### src/rtl/lpt_pkg.sv
package lpt_pkg;
  localparam logic [1:0] OFF_DATA = 2'd0;
  localparam logic [1:0] OFF_STAT = 2'd1;
  localparam logic [1:0] OFF_CTRL = 2'd2;

  localparam logic [5:1] CTRL_RST = 5'b00010; // initialise line inactive

  typedef enum logic [1:0] {
    S_IDLE,
    S_WAIT,
    S_SETUP,
    S_STROBE
  } eng_state_e;
endpackage

### src/rtl/lpt_regs.sv
module lpt_regs
  import lpt_pkg::*;
(
  input  logic       clk_i,
  input  logic       rst_ni,
  input  logic [1:0] addr_i,
  input  logic       wr_i,
  input  logic [7:0] wdata_i,
  input  logic       busy_i,
  input  logic       strb_i,
  input  logic [7:0] status_i,
  output logic [7:0] data_o,
  output logic [5:1] ctrl_o,
  output logic [7:0] rdata_o
);
  logic [7:0] data_q;
  logic [5:1] ctrl_q;
  logic       unused_wbits;

  assign unused_wbits = ^{wdata_i[7:6], wdata_i[0]};

  always_ff @(posedge clk_i or negedge rst_ni) begin
    if (!rst_ni) begin
      data_q <= '0;
      ctrl_q <= CTRL_RST;
    end else if (wr_i) begin
      if (addr_i == OFF_DATA && !busy_i) data_q <= wdata_i;
      if (addr_i == OFF_CTRL)            ctrl_q <= wdata_i[5:1];
    end
  end

  always_comb begin
    case (addr_i)
      OFF_DATA: rdata_o = data_q;
      OFF_STAT: rdata_o = status_i;
      OFF_CTRL: rdata_o = {2'b00, ctrl_q, strb_i};
      default:  rdata_o = '0;
    endcase
  end

  assign data_o = data_q;
  assign ctrl_o = ctrl_q;
endmodule

### src/rtl/lpt_send_fsm.sv
module lpt_send_fsm
  import lpt_pkg::*;
#(
  parameter int unsigned TIMEOUT_CYC = 20,
  parameter int unsigned STROBE_CYC  = 3
) (
  input  logic clk_i,
  input  logic rst_ni,
  input  logic send_i,
  input  logic rdy_i,
  output logic busy_o,
  output logic strb_o,
  output logic timeout_o
);
  localparam int unsigned TMO_W = $clog2(TIMEOUT_CYC + 1);
  localparam int unsigned STB_W = $clog2(STROBE_CYC + 1);

  eng_state_e       state_q;
  logic [TMO_W-1:0] tmo_q;
  logic [STB_W-1:0] stb_q;
  logic             strb_q, tflag_q;

  always_ff @(posedge clk_i or negedge rst_ni) begin
    if (!rst_ni) begin
      state_q <= S_IDLE;
      tmo_q   <= '0;
      stb_q   <= '0;
      strb_q  <= 1'b0;
      tflag_q <= 1'b0;
    end else begin
      case (state_q)
        S_IDLE: if (send_i) begin
          state_q <= S_WAIT;
          tmo_q   <= TMO_W'(TIMEOUT_CYC);
          tflag_q <= 1'b0;
        end
        S_WAIT: begin
          if (rdy_i) begin
            state_q <= S_SETUP;
          end else if (tmo_q == '0) begin
            state_q <= S_IDLE;
            tflag_q <= 1'b1;
          end else begin
            tmo_q <= tmo_q - 1'b1;
          end
        end
        S_SETUP: begin // data already stable for this cycle
          state_q <= S_STROBE;
          strb_q  <= 1'b1;
          stb_q   <= STB_W'(STROBE_CYC - 1);
        end
        S_STROBE: begin
          if (stb_q == '0) begin
            state_q <= S_IDLE;
            strb_q  <= 1'b0;
          end else begin
            stb_q <= stb_q - 1'b1;
          end
        end
        default: state_q <= S_IDLE;
      endcase
    end
  end

  assign busy_o    = (state_q != S_IDLE);
  assign strb_o    = strb_q;
  assign timeout_o = tflag_q;
endmodule

### src/rtl/lpt_tx.sv
module lpt_tx #(
  parameter int unsigned TIMEOUT_CYC = 20,
  parameter int unsigned STROBE_CYC  = 3
) (
  input  logic       clk_i,
  input  logic       rst_ni,
  input  logic [1:0] addr_i,
  input  logic       wr_i,
  input  logic [7:0] wdata_i,
  output logic [7:0] rdata_o,
  input  logic       send_i,
  input  logic       rdy_i,
  input  logic       ack_ni,
  input  logic       paper_out_i,
  input  logic       selected_i,
  input  logic       fault_ni,
  input  logic       ack_alt_ni,
  output logic [7:0] pd_o,
  output logic [5:0] ctrl_o,
  output logic       busy_o,
  output logic       timeout_o
);
  logic       busy, strb;
  logic [5:1] ctrl_hi;
  logic [7:0] status;

  assign status = {rdy_i, ack_ni, paper_out_i, selected_i, fault_ni, ack_alt_ni, 2'b00};

  lpt_send_fsm #(
    .TIMEOUT_CYC(TIMEOUT_CYC),
    .STROBE_CYC (STROBE_CYC)
  ) u_fsm (
    .clk_i    (clk_i),
    .rst_ni   (rst_ni),
    .send_i   (send_i),
    .rdy_i    (rdy_i),
    .busy_o   (busy),
    .strb_o   (strb),
    .timeout_o(timeout_o)
  );

  lpt_regs u_regs (
    .clk_i   (clk_i),
    .rst_ni  (rst_ni),
    .addr_i  (addr_i),
    .wr_i    (wr_i),
    .wdata_i (wdata_i),
    .busy_i  (busy),
    .strb_i  (strb),
    .status_i(status),
    .data_o  (pd_o),
    .ctrl_o  (ctrl_hi),
    .rdata_o (rdata_o)
  );

  assign ctrl_o = {ctrl_hi, strb};
  assign busy_o = busy;
endmodule

### config.mk
export PLATFORM = sky130hd
export DESIGN_NAME = lpt_tx
export DESIGN_NICKNAME = d
export VERILOG_FILES = /design/src/rtl/lpt_pkg.sv /design/src/rtl/lpt_regs.sv /design/src/rtl/lpt_send_fsm.sv /design/src/rtl/lpt_tx.sv
export SDC_FILE = /design/constraint.sdc
export NUM_CORES = 1
export LEC_CHECK = 0
export ABC_AREA = 0
export BUFFER_PORTS_ARGS = -buffer_cell sky130_fd_sc_hd__buf_2
export CAP_MARGIN = 30
export CORE_UTILIZATION = 49
export DETAILED_ROUTE_END_ITERATION = 7
export MAX_ROUTING_LAYER = met4
export PLACE_DENSITY = 0.78
export SLEW_MARGIN = 20
export SYNTH_ARGS = -nofsm -noshare
export SYNTH_HDL_FRONTEND = slang
export SYNTH_SLANG_ARGS = --single-unit
export TNS_END_PERCENT = 10
### constraint.sdc
create_clock -name clk_i -period 1.8 [get_ports clk_i]
set_input_delay 0.09 -clock clk_i [delete_from_list [all_inputs] [get_ports clk_i]]
set_output_delay 0.09 -clock clk_i [all_outputs]
set_load 0.1 [all_outputs]
Word-level counts from Yosys, hierarchy flattened
Cells that the tools add are included.
{"block": "totals", "ff_bits": 24, "input_bits": 20, "out_inout_bits": 24, "word_cells": 55}
{"block": "classes", "n_addsub": 2, "n_eq_ne": 12, "n_mux": 18, "n_reduce_logical": 16}
{"cell": "$pmux 8 s3", "count": 1}
{"cell": "$mux 5", "count": 3}
{"cell": "$mux 2", "count": 5}
{"cell": "$pmux 5 s2", "count": 1}
{"cell": "$ne 2x2->1 const B", "count": 4}
{"cell": "$pmux 2 s4", "count": 1}
{"cell": "$reduce_and 2->1", "count": 4}
{"cell": "$reduce_and 4->1", "count": 2}
{"cell": "$eq 2x2->1 const B", "count": 3}
{"cell": "$logic_not 2->1", "count": 3}
{"cell": "$reduce_bool 2->1", "count": 3}
{"cell": "$logic_not 5->1", "count": 1}
{"cell": "$sub 5x1->5 const B", "count": 1}
{"cell": "$eq 2x1->1 const B", "count": 2}
{"cell": "$mux 1", "count": 4}
{"cell": "$ne 2x1->1 const B", "count": 2}
{"cell": "$pmux 1 s2", "count": 2}
{"cell": "$pmux 2 s2", "count": 1}
{"cell": "$ne 3x2->1 const B", "count": 1}
{"cell": "$reduce_and 3->1", "count": 1}
{"cell": "$sub 2x1->2 const B", "count": 1}
{"cell": "$logic_and 1x1->1", "count": 1}
{"cell": "$logic_not 1->1", "count": 1}

Depth between registers and ports, before layout
{"block": "logic_depth", "depth_word": 4, "ltp_mapped": 5, "depth_no_buf": 5}

Hierarchy
From an unflattened synthesis, not the netlist that was laid out.
{"block": "hier_totals", "hier_cells": 108, "hier_area_um2": 1249.9}
{"mod": "lpt_regs", "instances": 1, "cells_each": 47, "area_each_um2": 663.1, "seq_area_each_um2": 326.6}
{"mod": "lpt_send_fsm", "instances": 1, "cells_each": 59, "area_each_um2": 575.6, "seq_area_each_um2": 275.3}
{"mod": "lpt_tx", "instances": 1, "cells_each": 2, "area_each_um2": 11.3, "seq_area_each_um2": 0.0}

Worst setup path before layout
Ideal clock, no wire load.
{"block": "synth_timing", "kind": "reg-to-output", "from": "register u_regs.data_q[2] (netlist: u_regs.data_o[2])", "to": "output port rdata_o[2]", "arrival_ps": 3197, "path_slack_ps": -1487, "path_stages_with_launch": 3, "n_path_buf": 0, "path_cell_list": "dfrtp_1 mux2i_1 o21ai_0"}
{"block": "synth_between", "elab_chain_cells": 1}
{"element": "from (decl)", "line_no": "lpt_regs.sv:16", "source": "logic [7:0] data_q;"}
{"element": "from (signal assigned)", "line_no": "lpt_regs.sv:27", "source": "if (addr_i == OFF_DATA && !busy_i) data_q <= wdata_i;"}
{"element": "$pmux 8 s3", "line_no": "lpt_regs.sv:33", "source": "case (addr_i)"}
{"element": "to (decl)", "line_no": "lpt_tx.sv:10", "source": "output logic [7:0] rdata_o,"}
No other way between the ends.

Worst setup path after layout
{"block": "layout_timing", "from": "register u_fsm.tmo_q[0]", "to": "register u_fsm.tflag_q (netlist: u_fsm.timeout_o)"}
{"block": "layout_between", "elab_chain_cells": 3}
{"element": "from (decl)", "line_no": "lpt_send_fsm.sv:19", "source": "logic [TMO_W-1:0] tmo_q;"}
{"element": "from (signal assigned)", "line_no": "lpt_send_fsm.sv:34", "source": "tmo_q <= TMO_W'(TIMEOUT_CYC);"}
{"element": "from (signal assigned)", "line_no": "lpt_send_fsm.sv:44", "source": "tmo_q <= tmo_q - 1'b1;"}
{"element": "$logic_not 5->1", "line_no": "lpt_send_fsm.sv:40", "source": "end else if (tmo_q == '0) begin"}
{"element": "$ne 2x1->1 (no line)"}
{"element": "$reduce_and 4->1 (no line)"}
{"element": "to (signal assigned)", "line_no": "lpt_send_fsm.sv:29", "source": "tflag_q <= 1'b0;"}
{"element": "to (signal assigned)", "line_no": "lpt_send_fsm.sv:35", "source": "tflag_q <= 1'b0;"}
{"element": "to (signal assigned)", "line_no": "lpt_send_fsm.sv:42", "source": "tflag_q <= 1'b1;"}
{"element": "to (decl)", "line_no": "lpt_send_fsm.sv:21", "source": "logic strb_q, tflag_q;"}
No other way between the ends.
A chain may end at the register's enable or synchronous reset.

==> results_dict.tcl <==
set metrics [dict create \
    status "complete, no violations" \
    first_pass_iters 4 \
    rsz0062_at_grt "false" \
    drt_iter0_drc 21 \
    ys_seq_area_share_pct 48.2 \
    clock_sinks 24 \
    min_to "u_regs.data_o[6]$_DFFE_PN0P_" \
    crit_fanout 4 \
    gp_congestion 0.794 \
    fin_util_pct 73.0 \
    r2r_cells 5 \
    path_cells "inv_1, ha_1, or4b_4, a211oi_1, a2bb2oi_1" \
    whs_path_depth 2 \
    clockBufferDepth 2 \
    slew_violations 0 \
    fp.coreArea_um2 2300 \
    cts_tree "built" \
    dp_hpwl_mm 2.18 \
    grt_usage_pct 22.7 \
    cpPeakStageDelay_ns 0.50 \
    dp_cells 183 \
    cp.depth 5 \
    num_io_pins 44 \
    crit_buf_inv 1 \
    period_share_pct 93.2 \
    path_class "reg -> reg" \
    num_antenna_cells 0 \
    syn-num-nets 135 \
    drtAntennaViolNets 0 \
    syn2layout_area_growth_pct 34.4 \
    busiest_layer "met2" \
    min-delay-path-class "in -> reg" \
    die_w_um 52.5 \
    drt-total-wl_mm 2.84 \
    ys_seq_elements 24 \
    num_rows 17 \
    numCtsBuffers 3 \
    crit_path_start "u_fsm.tmo_q[0]$_DFFE_PN0P_" \
    syn_area_um2 1250 \
    drive_gt1_share_pct 47.2 \
    fin_skew_ns 0.00291 \
    cpLargestDelayFamily "simple AND/OR/NAND/NOR gates" \
    synth_area_per_cell_um2 11.0 \
    critPathRequiredTime_ns 2.05 \
    setup_tns_ns 0 \
    grt_max_degree 25 \
    overflow 0 \
    portBuffers 43 \
    synth_cell_type_count 35 \
    cap_violations 0 \
    end_kind "register" \
    met1_usage_pct 26.6 \
    synth_ff_type "dfrtp_1" \
    grtUsageMet2_pct 38.2 \
    ys.warnings.count 0 \
    wl_per_cell_um 15.0 \
    final_hold_viol_count 0 \
    htree_levels 1 \
    synth_edf_count 0 \
    relSlewSlack_pct 63.4 \
    setup_viol 0 \
    cts_setup_buffers 0 \
    finalNonFillerCells 189 \
    insertion_delay_ns 0.31 \
    die_y_um 52.5 \
    dieArea_um2 2750 \
    fmax_mhz 596 \
    r2r_setup_slack_ns 0.12 \
    worstMarginPinSlew_ns 0.548 \
    timing.rr.end "u_fsm.timeout_o$_DFFE_PN0P_" \
    r2r-start "u_fsm.tmo_q[0]$_DFFE_PN0P_" \
    final_net_count 184 \
    synthCells 113 \
    grt_antenna_before_repair 0 \
    clkTransAtPathRegs_ns 0.13 \
    grt_use_met3_pct 2.03 \
    critPathLaunchType "register" \
    async_reset_ff_share_pct 100 \
    crit_slowest_cell "or4b_4" \
    num_vias 1079 \
    initial_core_util_pct 54.3 \
    hold_path.startpoint "wdata_i[6]" \
    period_minus_slack_ns 1.68 \
    grt_pass1_wl_mm 4.35 \
    worst_ep_arrival_time_ns 1.92 \
    root_buffer "clkbuf_4" \
    grt_pass1_vias 1003 \
    viasPerCell 5.71 \
    remaining_drc_errors 0 \
]
-- cell usage after synthesis, types with 2 or more instances --
cell      count  share of area [%]
o22ai_1       3                1.5
nor2_1        5                1.5
dfrtp_1      23                 46
inv_1         7                2.1
nand2b_1      3                1.5
buf_1         2               0.60
a21oi_1       9                3.6
ha_1          2                2.0
nand3b_1      2                1.2
nand2_1       8                2.4
o21ai_0       5                2.0
mux2i_1       8                6.4
mux2_2       13                 12
nor3b_1       2                1.2
-- how the worst max path moves through the flow --
| stage | end | slack [ns] |
|---|---|---|
| 2_1_floorplan | rdata_o[0] | -0.21 |
| 3_3_place_gp | u_fsm.timeout_o$_DFFE_PN0P_ | 0.09 |
| 3_5_place_dp | u_fsm.timeout_o$_DFFE_PN0P_ | -0.03 |
| 4_1_cts | u_fsm.timeout_o$_DFFE_PN0P_ | 0.12 |
| 5_1_grt | u_fsm.timeout_o$_DFFE_PN0P_ | 0.04 |
| 6_report | u_fsm.timeout_o$_DFFE_PN0P_ | 0.12 |
-- per-stage QoR --
stage	setup WS (ns)	instance area, µm²	hold WS, ns
after global placement	0.0870	1620	0.0898
after floorplan	-0.215	1310	-0.206
after CTS	0.123	1670	0.00288
after detailed placement	-0.0323	1620	0.0956
final	0.123	1680	0.0109
after global routing	0.0435	1680	0.00212
-- cells in the final DEF, fill, tap and decap left out, types with 2 or more instances in the layout --
cell / synthesis / routed
buf_4: 1 / 4
dlygate4sd3_1: 0 / 2
nand2_1: 8 / 8
nand2b_1: 3 / 3
o22ai_1: 3 / 3
nor3b_1: 2 / 2
nand3b_1: 2 / 2
buf_2: 1 / 39
ha_1: 2 / 2
buf_12: 0 / 4
mux2i_1: 8 / 8
clkbuf_4: 0 / 3
dfrtp_1: 23 / 23
inv_1: 7 / 7
mux2_2: 13 / 13
o21ai_4: 0 / 4
a21oi_1: 9 / 9
nor2_2: 0 / 3
-- logic make-up (layout without fill, tap and decap cells) --
group / after synthesis / count (layout) / synth area share [%]
AOI/OAI and AO/OA: 26 / 26 / 12.8
xor gates and xnor gates: 1 / 1 / 0.702
adders and majority gates: 2 / 2 / 2.01
buffers and inverters: 12 / 60 / 4.61
DFF: 24 / 24 / 48.2
muxes: 21 / 21 / 18.2
and+or+nand+nor: 27 / 27 / 13.4
-- flip-flops by register name, indices dropped and copies added, names as in the netlist, named ones only --
name and cells:
u_fsm.strb_o 1, u_fsm.timeout_o 1, u_regs.ctrl_o 5, u_fsm.stb_q 2, u_fsm.state_q 1, u_regs.data_o 8
u_fsm.tmo_q 5
-- cell type report --
| cell class | instances | area, µm² |
|---|---|---|
| timing repair buffer | 49 | 325 |
| inverter | 7 | 26.3 |
| multi-input combinational | 77 | 652 |
| clock buffer | 4 | 36.3 |
| sequential | 24 | 602 |
| fill | 167 | 621 |
| tap | 28 | 35.0 |
-- what timing repair did --
item | 4_1_cts | 5_1_grt
endpoints found under the setup margin | 1 | 0
hold buffers | 1 | 1
resized for setup | 1 | 0
hold endpoints to repair | 23 | 1
-- per-layer routing --
metal	wire, µm	part of all wire [%]	up-vias
li1	-	-	503
met1	1190	42	516
met2	1400	49	51
met3	158	5.6	9
met4	95	3.3	0
met5	0	0	-
Power is left out: the tool's default activity adds up to more than one toggle a clock period on the data nets, which glitch-free logic cannot reach.
